$ cat config.mk
export PLATFORM = sky130hd
export DESIGN_NAME = trap_return_unit
export DESIGN_NICKNAME = d
export VERILOG_FILES = /design/src/rtl/trp_pkg.sv /design/src/rtl/trp_check.sv /design/src/rtl/trp_status.sv /design/src/rtl/trap_return_unit.sv
export SDC_FILE = /design/constraint.sdc
export NUM_CORES = 1
export LEC_CHECK = 0
export BUFFER_PORTS_ARGS = -buffer_cell sky130_fd_sc_hd__buf_2
export CAP_MARGIN = 20
export CORE_AREA = 10 10 83 85
export DETAILED_ROUTE_END_ITERATION = 8
export DIE_AREA = 0 0 93 95
export PLACE_DENSITY = 0.89
export SYNTH_ARGS = -nofsm -noshare
export SYNTH_HDL_FRONTEND = slang
export SYNTH_SLANG_ARGS = --single-unit
$ cat constraint.sdc
create_clock -name clk -period 3 [get_ports clk]
set_input_delay 0.15 -clock clk [delete_from_list [all_inputs] [get_ports clk]]
set_output_delay 0.15 -clock clk [all_outputs]
set_load 0.005 [all_outputs]
$ cat src/rtl/trp_pkg.sv
package trp_pkg;

    localparam int CAUSE_W = 5;
    localparam int STAT_W  = 10;

    localparam logic [1:0] PRIV_U = 2'd0;
    localparam logic [1:0] PRIV_S = 2'd1;
    localparam logic [1:0] PRIV_M = 2'd3;

    localparam logic [CAUSE_W-1:0] CAUSE_MISALIGN = 5'd0;
    localparam logic [CAUSE_W-1:0] CAUSE_ACCESS   = 5'd1;
    localparam logic [CAUSE_W-1:0] CAUSE_ILLEGAL  = 5'd2;
    localparam logic [CAUSE_W-1:0] CAUSE_VIRT     = 5'd22;

    // Packed so that bit 0 is sie and bit 9 is spv.
    typedef struct packed {
        logic       spv;
        logic       mprv;
        logic       mpv;
        logic [1:0] mpp;
        logic       mpie;
        logic       mie;
        logic       spp;
        logic       spie;
        logic       sie;
    } stat_t;

endpackage

$ cat src/rtl/trp_check.sv
module trp_check
    import trp_pkg::*;
(
    input  logic               is_mret,
    input  logic [1:0]         priv,
    input  logic               virt,
    input  logic [1:0]         epc_lo,
    input  logic               rvc,
    input  logic               tsr,
    input  logic               vtsr,
    input  logic               pmp_empty,
    input  logic [1:0]         old_mpp,
    output logic               trap,
    output logic [CAUSE_W-1:0] cause
);

    logic misal;
    assign misal = !rvc && (epc_lo != 2'b00);

    always_comb begin
        trap  = 1'b0;
        cause = CAUSE_MISALIGN;
        if (is_mret) begin
            if (priv != PRIV_M) begin
                trap  = 1'b1;
                cause = CAUSE_ILLEGAL;
            end else if (misal) begin
                trap  = 1'b1;
                cause = CAUSE_MISALIGN;
            end else if (pmp_empty && old_mpp != PRIV_M) begin
                trap  = 1'b1;
                cause = CAUSE_ACCESS;
            end
        end else begin
            if (priv == PRIV_U) begin
                trap  = 1'b1;
                cause = CAUSE_ILLEGAL;
            end else if (misal) begin
                trap  = 1'b1;
                cause = CAUSE_MISALIGN;
            end else if (tsr && priv != PRIV_M) begin
                trap  = 1'b1;
                cause = CAUSE_ILLEGAL;
            end else if (virt && vtsr) begin
                trap  = 1'b1;
                cause = CAUSE_VIRT;
            end
        end
    end

    // with compressed support no trap can carry the misaligned cause
    always_comb begin
        if (rvc && trap) begin
            assert_no_misal_with_rvc_R3: assert (cause != CAUSE_MISALIGN);
        end
    end

endmodule

$ cat src/rtl/trp_status.sv
module trp_status
    import trp_pkg::*;
(
    input  logic       is_mret,
    input  logic       virt,
    input  stat_t      stat,
    input  logic       rvu,
    input  logic       rvh,
    input  logic       v112,
    output stat_t      nstat,
    output logic [1:0] npriv,
    output logic       nvirt,
    output logic       swap
);

    always_comb begin
        nstat = stat;
        nvirt = virt;
        swap  = 1'b0;
        if (is_mret) begin
            npriv      = stat.mpp;
            nstat.mie  = stat.mpie;
            nstat.mpie = 1'b1;
            nstat.mpp  = rvu ? PRIV_U : PRIV_M;
            nstat.mpv  = 1'b0;
            if (v112 && stat.mpp != PRIV_M) begin
                nstat.mprv = 1'b0;
            end
            if (rvh) begin
                nvirt = stat.mpv;
                swap  = stat.mpv;
            end
        end else begin
            npriv      = {1'b0, stat.spp};
            nstat.sie  = stat.spie;
            nstat.spie = 1'b1;
            nstat.spp  = 1'b0;
            if (v112) begin
                nstat.mprv = 1'b0;
            end
            if (rvh && !virt) begin
                nstat.spv = 1'b0;
                nvirt     = stat.spv;
                swap      = stat.spv;
            end
        end
    end

    // a swap is only requested together with entering virtualized mode
    always_comb begin
        if (swap) begin
            assert_swap_enters_virt_R9: assert (nvirt);
        end
    end

endmodule

$ cat src/rtl/trap_return_unit.sv
module trap_return_unit
    import trp_pkg::*;
#(
    parameter int XLEN = 32
) (
    input  logic                    clk,
    input  logic                    rst_n,
    input  logic                    req_valid,
    input  logic                    req_mret,
    input  logic [1:0]              cur_priv,
    input  logic                    cur_virt,
    input  logic [9:0]              stat_i,
    input  logic                    tsr_i,
    input  logic                    vtsr_i,
    input  logic [XLEN-1:0]         sepc_i,
    input  logic [XLEN-1:0]         mepc_i,
    input  logic                    cfg_rvc,
    input  logic                    cfg_rvu,
    input  logic                    cfg_rvh,
    input  logic                    cfg_v112,
    input  logic                    cfg_pmp_empty,
    output logic                    rsp_valid,
    output logic                    rsp_trap,
    output logic [4:0]              rsp_cause,
    output logic [XLEN-1:0]         rsp_pc,
    output logic [9:0]              rsp_stat,
    output logic [1:0]              rsp_priv,
    output logic                    rsp_virt,
    output logic                    rsp_swap
);

    localparam int LO_W = 2;

    typedef struct packed {
        logic               valid;
        logic               trap;
        logic [CAUSE_W-1:0] cause;
        logic [XLEN-1:0]    pc;
        stat_t              stat;
        logic [1:0]         priv;
        logic               virt;
        logic               swap;
    } rsp_t;

    stat_t              stat_in;
    stat_t              stat_upd;
    logic [XLEN-1:0]    epc_sel;
    logic               chk_trap;
    logic [CAUSE_W-1:0] chk_cause;
    logic [1:0]         upd_priv;
    logic               upd_virt;
    logic               upd_swap;
    rsp_t               rsp_d;
    rsp_t               rsp_q;

    assign stat_in = stat_t'(stat_i);
    assign epc_sel = req_mret ? mepc_i : sepc_i;

    trp_check u_check (
        .is_mret   (req_mret),
        .priv      (cur_priv),
        .virt      (cur_virt),
        .epc_lo    (epc_sel[LO_W-1:0]),
        .rvc       (cfg_rvc),
        .tsr       (tsr_i),
        .vtsr      (vtsr_i),
        .pmp_empty (cfg_pmp_empty),
        .old_mpp   (stat_in.mpp),
        .trap      (chk_trap),
        .cause     (chk_cause)
    );

    trp_status u_status (
        .is_mret (req_mret),
        .virt    (cur_virt),
        .stat    (stat_in),
        .rvu     (cfg_rvu),
        .rvh     (cfg_rvh),
        .v112    (cfg_v112),
        .nstat   (stat_upd),
        .npriv   (upd_priv),
        .nvirt   (upd_virt),
        .swap    (upd_swap)
    );

    always_comb begin
        rsp_d       = rsp_q;
        rsp_d.valid = req_valid;
        if (req_valid) begin
            rsp_d.trap  = chk_trap;
            rsp_d.cause = chk_cause;
            if (chk_trap) begin
                rsp_d.pc   = '0;
                rsp_d.stat = stat_in;
                rsp_d.priv = cur_priv;
                rsp_d.virt = cur_virt;
                rsp_d.swap = 1'b0;
            end else begin
                rsp_d.pc   = epc_sel;
                rsp_d.stat = stat_upd;
                rsp_d.priv = upd_priv;
                rsp_d.virt = upd_virt;
                rsp_d.swap = upd_swap;
            end
        end
    end

    always_ff @(posedge clk) begin
        if (!rst_n) begin
            rsp_q <= '0;
        end else begin
            rsp_q <= rsp_d;
        end
    end

    assign rsp_valid = rsp_q.valid;
    assign rsp_trap  = rsp_q.trap;
    assign rsp_cause = rsp_q.cause;
    assign rsp_pc    = rsp_q.pc;
    assign rsp_stat  = rsp_q.stat;
    assign rsp_priv  = rsp_q.priv;
    assign rsp_virt  = rsp_q.virt;
    assign rsp_swap  = rsp_q.swap;

    // a response follows a request by exactly one cycle
    assert_rsp_latency_R10: assert property (@(posedge clk) disable iff (!rst_n)
        rsp_valid |-> $past(req_valid));

    // supervisor return from user privilege is refused
    assert_sret_user_R1: assert property (@(posedge clk) disable iff (!rst_n)
        (req_valid && !req_mret && cur_priv == PRIV_U) |=> (rsp_trap && rsp_cause == CAUSE_ILLEGAL));

    // machine return below machine privilege is refused
    assert_mret_low_R2: assert property (@(posedge clk) disable iff (!rst_n)
        (req_valid && req_mret && cur_priv != PRIV_M) |=> (rsp_trap && rsp_cause == CAUSE_ILLEGAL));

    // a refused return keeps privilege and requests no swap
    assert_trap_keeps_state_R11: assert property (@(posedge clk) disable iff (!rst_n)
        (rsp_valid && rsp_trap) |-> (!rsp_swap && rsp_priv == $past(cur_priv) && rsp_stat == $past(stat_i)));

    // a completed machine return leaves MPIE set and MPV clear
    assert_mret_fields_R6: assert property (@(posedge clk) disable iff (!rst_n)
        (rsp_valid && !rsp_trap && $past(req_mret)) |-> (rsp_stat[4] && !rsp_stat[7]));

endmodule

==> flow_summary_export.csv <==
group,metric,value,unit
synthesis,yosys.area.top_type_share,42.11,%
synthesis,total_of_warnings_raised_by_yosys,0,
place,hpwl,5.840,mm
floorplanning,io-pin-count,141,
synthesis,synth_most_common_cell,"sky130_fd_sc_hd__dfxtp_1",
detailed_routing,drtIter0Drc,59,
global_routing,number_of_antenna_violations_at_the_first_check_in_global_routing,0,
clock_tree,root_buffer,"sky130_fd_sc_hd__clkbuf_8",
synthesis,synth.cell_area,2425,µm²
pwr,leakage,1.618,nW
synthesis,synth_seq_cells,51,
global_routing,grt-ovfl-total,0,
clock_tree,clock_insertion_delay_worst_skew,290,ps
critical_path,r2r_start,"rsp_virt$_SDFFE_PN0P_",
place,placement.io_buffers,139,
timing,setup_violations,0,
floorplanning,core,5338,µm²
clock_tree,post_cts_resized,0,
critical_path,timing.setup.critical_path_class,"in2reg",
critical_path,timing.critical_path.fanout_max,41,
min_path,hp-class,"in2reg",
detailed_routing,final_antenna_net_count,0,
timing,highest_attainable_clock_frequency,639.6,MHz
synthesis,synthesized_netlist_net_count,344,
layout,antenna-diode-count,0,
critical_path,worstPathArrival,1740,ps
synthesis,synth.avg_cell_area,9.472,µm²
layout,synthToLayoutAreaGrowth,32.20,%
detailed_routing,number_of_vias_per_cell,5.048,
status,run_status,"complete, no violations",
detailed_routing,drtPass1Iterations,4,
timing,holdWs,113.4,ps
min_path,worst_hold_path.num_cells,3,
floorplanning,dieHeight,95,µm
timing,grt_setup_unrepaired,"false",
global_routing,grt.total_usage,15.57,%
timing,timing.max_slew.rel_slack,53.87,%
timing,setup_tns,0,ps
critical_path,ff2ff_setup_slack,2140,ps
synthesis,syn-instance-count,256,
synthesis,ys_types,45,
critical_path,worstRegToRegCells,2,
synthesis,netlist.top_cell.by_area,"sky130_fd_sc_hd__dfxtp_1",
place,finalWeightedCongestion,0.8483,
clock_tree,tritoncts,"built",
synthesis,synth_seq_area_share,42.11,%
synthesis,asyncSetResetFlopFracSynth,0,%
critical_path,timing.critical_path.to_type,"flop",
timing,hold_viol,0,
floorplanning,start_util,45.43,%
floorplanning,die_area,8835,µm²
clock_tree,postCtsSetupRepairBufs,0,
clock_tree,cts_inserted_buffers,5,
detailed_routing,totalWireLength,7.215,mm
pwr,vdd_ir_drop_max,182.7,µV
detailed_routing,detailroute.via_count,2312,
synthesis,synth.cells.most_frequent,"51 x sky130_fd_sc_hd__dfxtp_1, 42 x sky130_fd_sc_hd__nand2_1, 31 x sky130_fd_sc_hd__mux2i_1, 31 x sky130_fd_sc_hd__o21ai_2",
min_path,hold_path.startpoint,"sepc_i[7]",
layout,final_core_util,60.06,%
clock_tree,cts.sink_count,51,
global_routing,grt_pass1_vias,2466,
floorplanning,fp.dieW,93,µm
timing,fin_worst_skew,0,ps
timing,min_period,1564,ps
timing,worst_pin_slew,688.8,ps
critical_path,regToRegEndpoint,"rsp_virt$_SDFFE_PN0P_",
floorplanning,rows,27,
global_routing,pin_count_of_the_biggest_net_entering_global_routing,42,
flow_run,timing.max_cap.violations,0,
timing,timing.final.max_slew_violations,0,
detailed_routing,wl_per_cell,15.75,µm
timing,min_period_over_period,52.12,%
synthesis,synth-edff-count,0,
detailed_routing,route.detailed.drc,0,
synthesis,synth_top_flop_cell,"sky130_fd_sc_hd__dfxtp_1",
pwr,power.density_cell_area,417.5,nW/µm²
layout,drive_gt1_share,48.70,%
clock_tree,postCtsHoldBufs,0,
clock_tree,htree_num_levels,2,
global_routing,grt_first_pass_wirelength,11.38,mm
layout,design.final.nets,474,
critical_path,worst_ep_required_time,3170,ps
synthesis,synth.top_cells.by_area,"sky130_fd_sc_hd__dfxtp_1 42%, sky130_fd_sc_hd__mux2i_1 13%, sky130_fd_sc_hd__o21ai_2 11%",
critical_path,setup.worst_path.start_class,"input port",
min_path,hold-path-endpoint,"rsp_pc[7]$_SDFFE_PN0P_",
clock_tree,clk_transition_reported_paths,90,ps
clock_tree,clock_tree.buffer_depth,2,
==> state kept, by name, summed over array words and instances, names as in the netlist <==
signal and flops:
rsp_pc 32, rsp_stat 10, rsp_cause 3, rsp_priv 2
rsp_swap 1, rsp_trap 1, rsp_valid 1, rsp_virt 1
==> cell families after synthesis <==
logic type / after synthesis / share of synthesized area (%)
AO/OA/AOI/OAI: 73 / 24.56
multiplexers: 33 / 13.73
flip-flops: 51 / 42.11
other: 1 / 0.1547
buffers and inverters: 22 / 5.160
AND/OR/NAND/NOR: 76 / 14.29
==> layout by cell type (no fill, tap or decap), drive strengths merged, types with 4 or more instances in the layout <==
master / count
clkbuf: 6
nor2b: 6
nor2: 8
o21ai: 42
nand3: 8
a21oi: 8
nand2: 43
inv: 4
buf: 141
dfxtp: 51
mux2i: 31
==> per-layer routing <==
layer / track usage [%] / vias to the layer above / part of all wire (%)
li1: - / 1172 / -
met1: 14.96 / 1051 / 36
met2: 28.91 / 87 / 53
met3: 9.120 / 2 / 11
met4: 1.928 / 0 / 0.083
met5: 0 / - / 0
==> worst max-delay path by stage <==
stage | start | to | slack [ps] | cells after the start
after floorplan | tsr_i | rsp_virt$_SDFFE_PN0P_ | 1670 | 5
after global placement | req_mret | rsp_pc[21]$_SDFFE_PN0P_ | 1160 | 6
after detailed placement | req_mret | rsp_pc[3]$_SDFFE_PN0P_ | 1100 | 6
after CTS | req_mret | rsp_pc[29]$_SDFFE_PN0P_ | 1420 | 6
after global routing | req_mret | rsp_stat[5]$_SDFFE_PN0P_ | 1240 | 6
final | req_mret | rsp_pc[3]$_SDFFE_PN0P_ | 1440 | 6
==> critical path: stages <==
cell and delay, ps:
sky130_fd_sc_hd__buf_2 150, sky130_fd_sc_hd__buf_4 510, sky130_fd_sc_hd__a221oi_4 100, sky130_fd_sc_hd__o21a_4 260, sky130_fd_sc_hd__nand2_4 390, sky130_fd_sc_hd__o21ai_2 120
==> report_power, final <==
part	switching, mW	total, mW	internal [mW]	leakage (nW)
registers	0.0122	0.714	0.702	0.416
logic	0.121	0.232	0.112	1.16
clock network	0.211	0.392	0.181	0.0470
==> area by class of cell <==
class | instances | area (µm²)
clock buffers | 6 | 82.58
clock inverters | 1 | 5.005
fillers | 517 | 2132
inverters | 4 | 15.01
multi-input cells | 183 | 1281
flip-flops and latches | 51 | 1021
well taps | 72 | 90.09
repair buffers | 141 | 710.7
==> stage by stage <==
step / power (mW) / instances / area, µm² / setup WS [ps]
after floorplan: 0.8564 / 256 / 2425 / 1665
after global placement: 0.9578 / 451 / 3118 / 1163
after detailed placement: 0.9651 / 451 / 3118 / 1103
after CTS: 1.353 / 458 / 3206 / 1420
after global routing: 1.400 / 458 / 3206 / 1243
final: 1.338 / 458 / 3206 / 1436
Note: power is estimated with default switching activity, not from simulation.
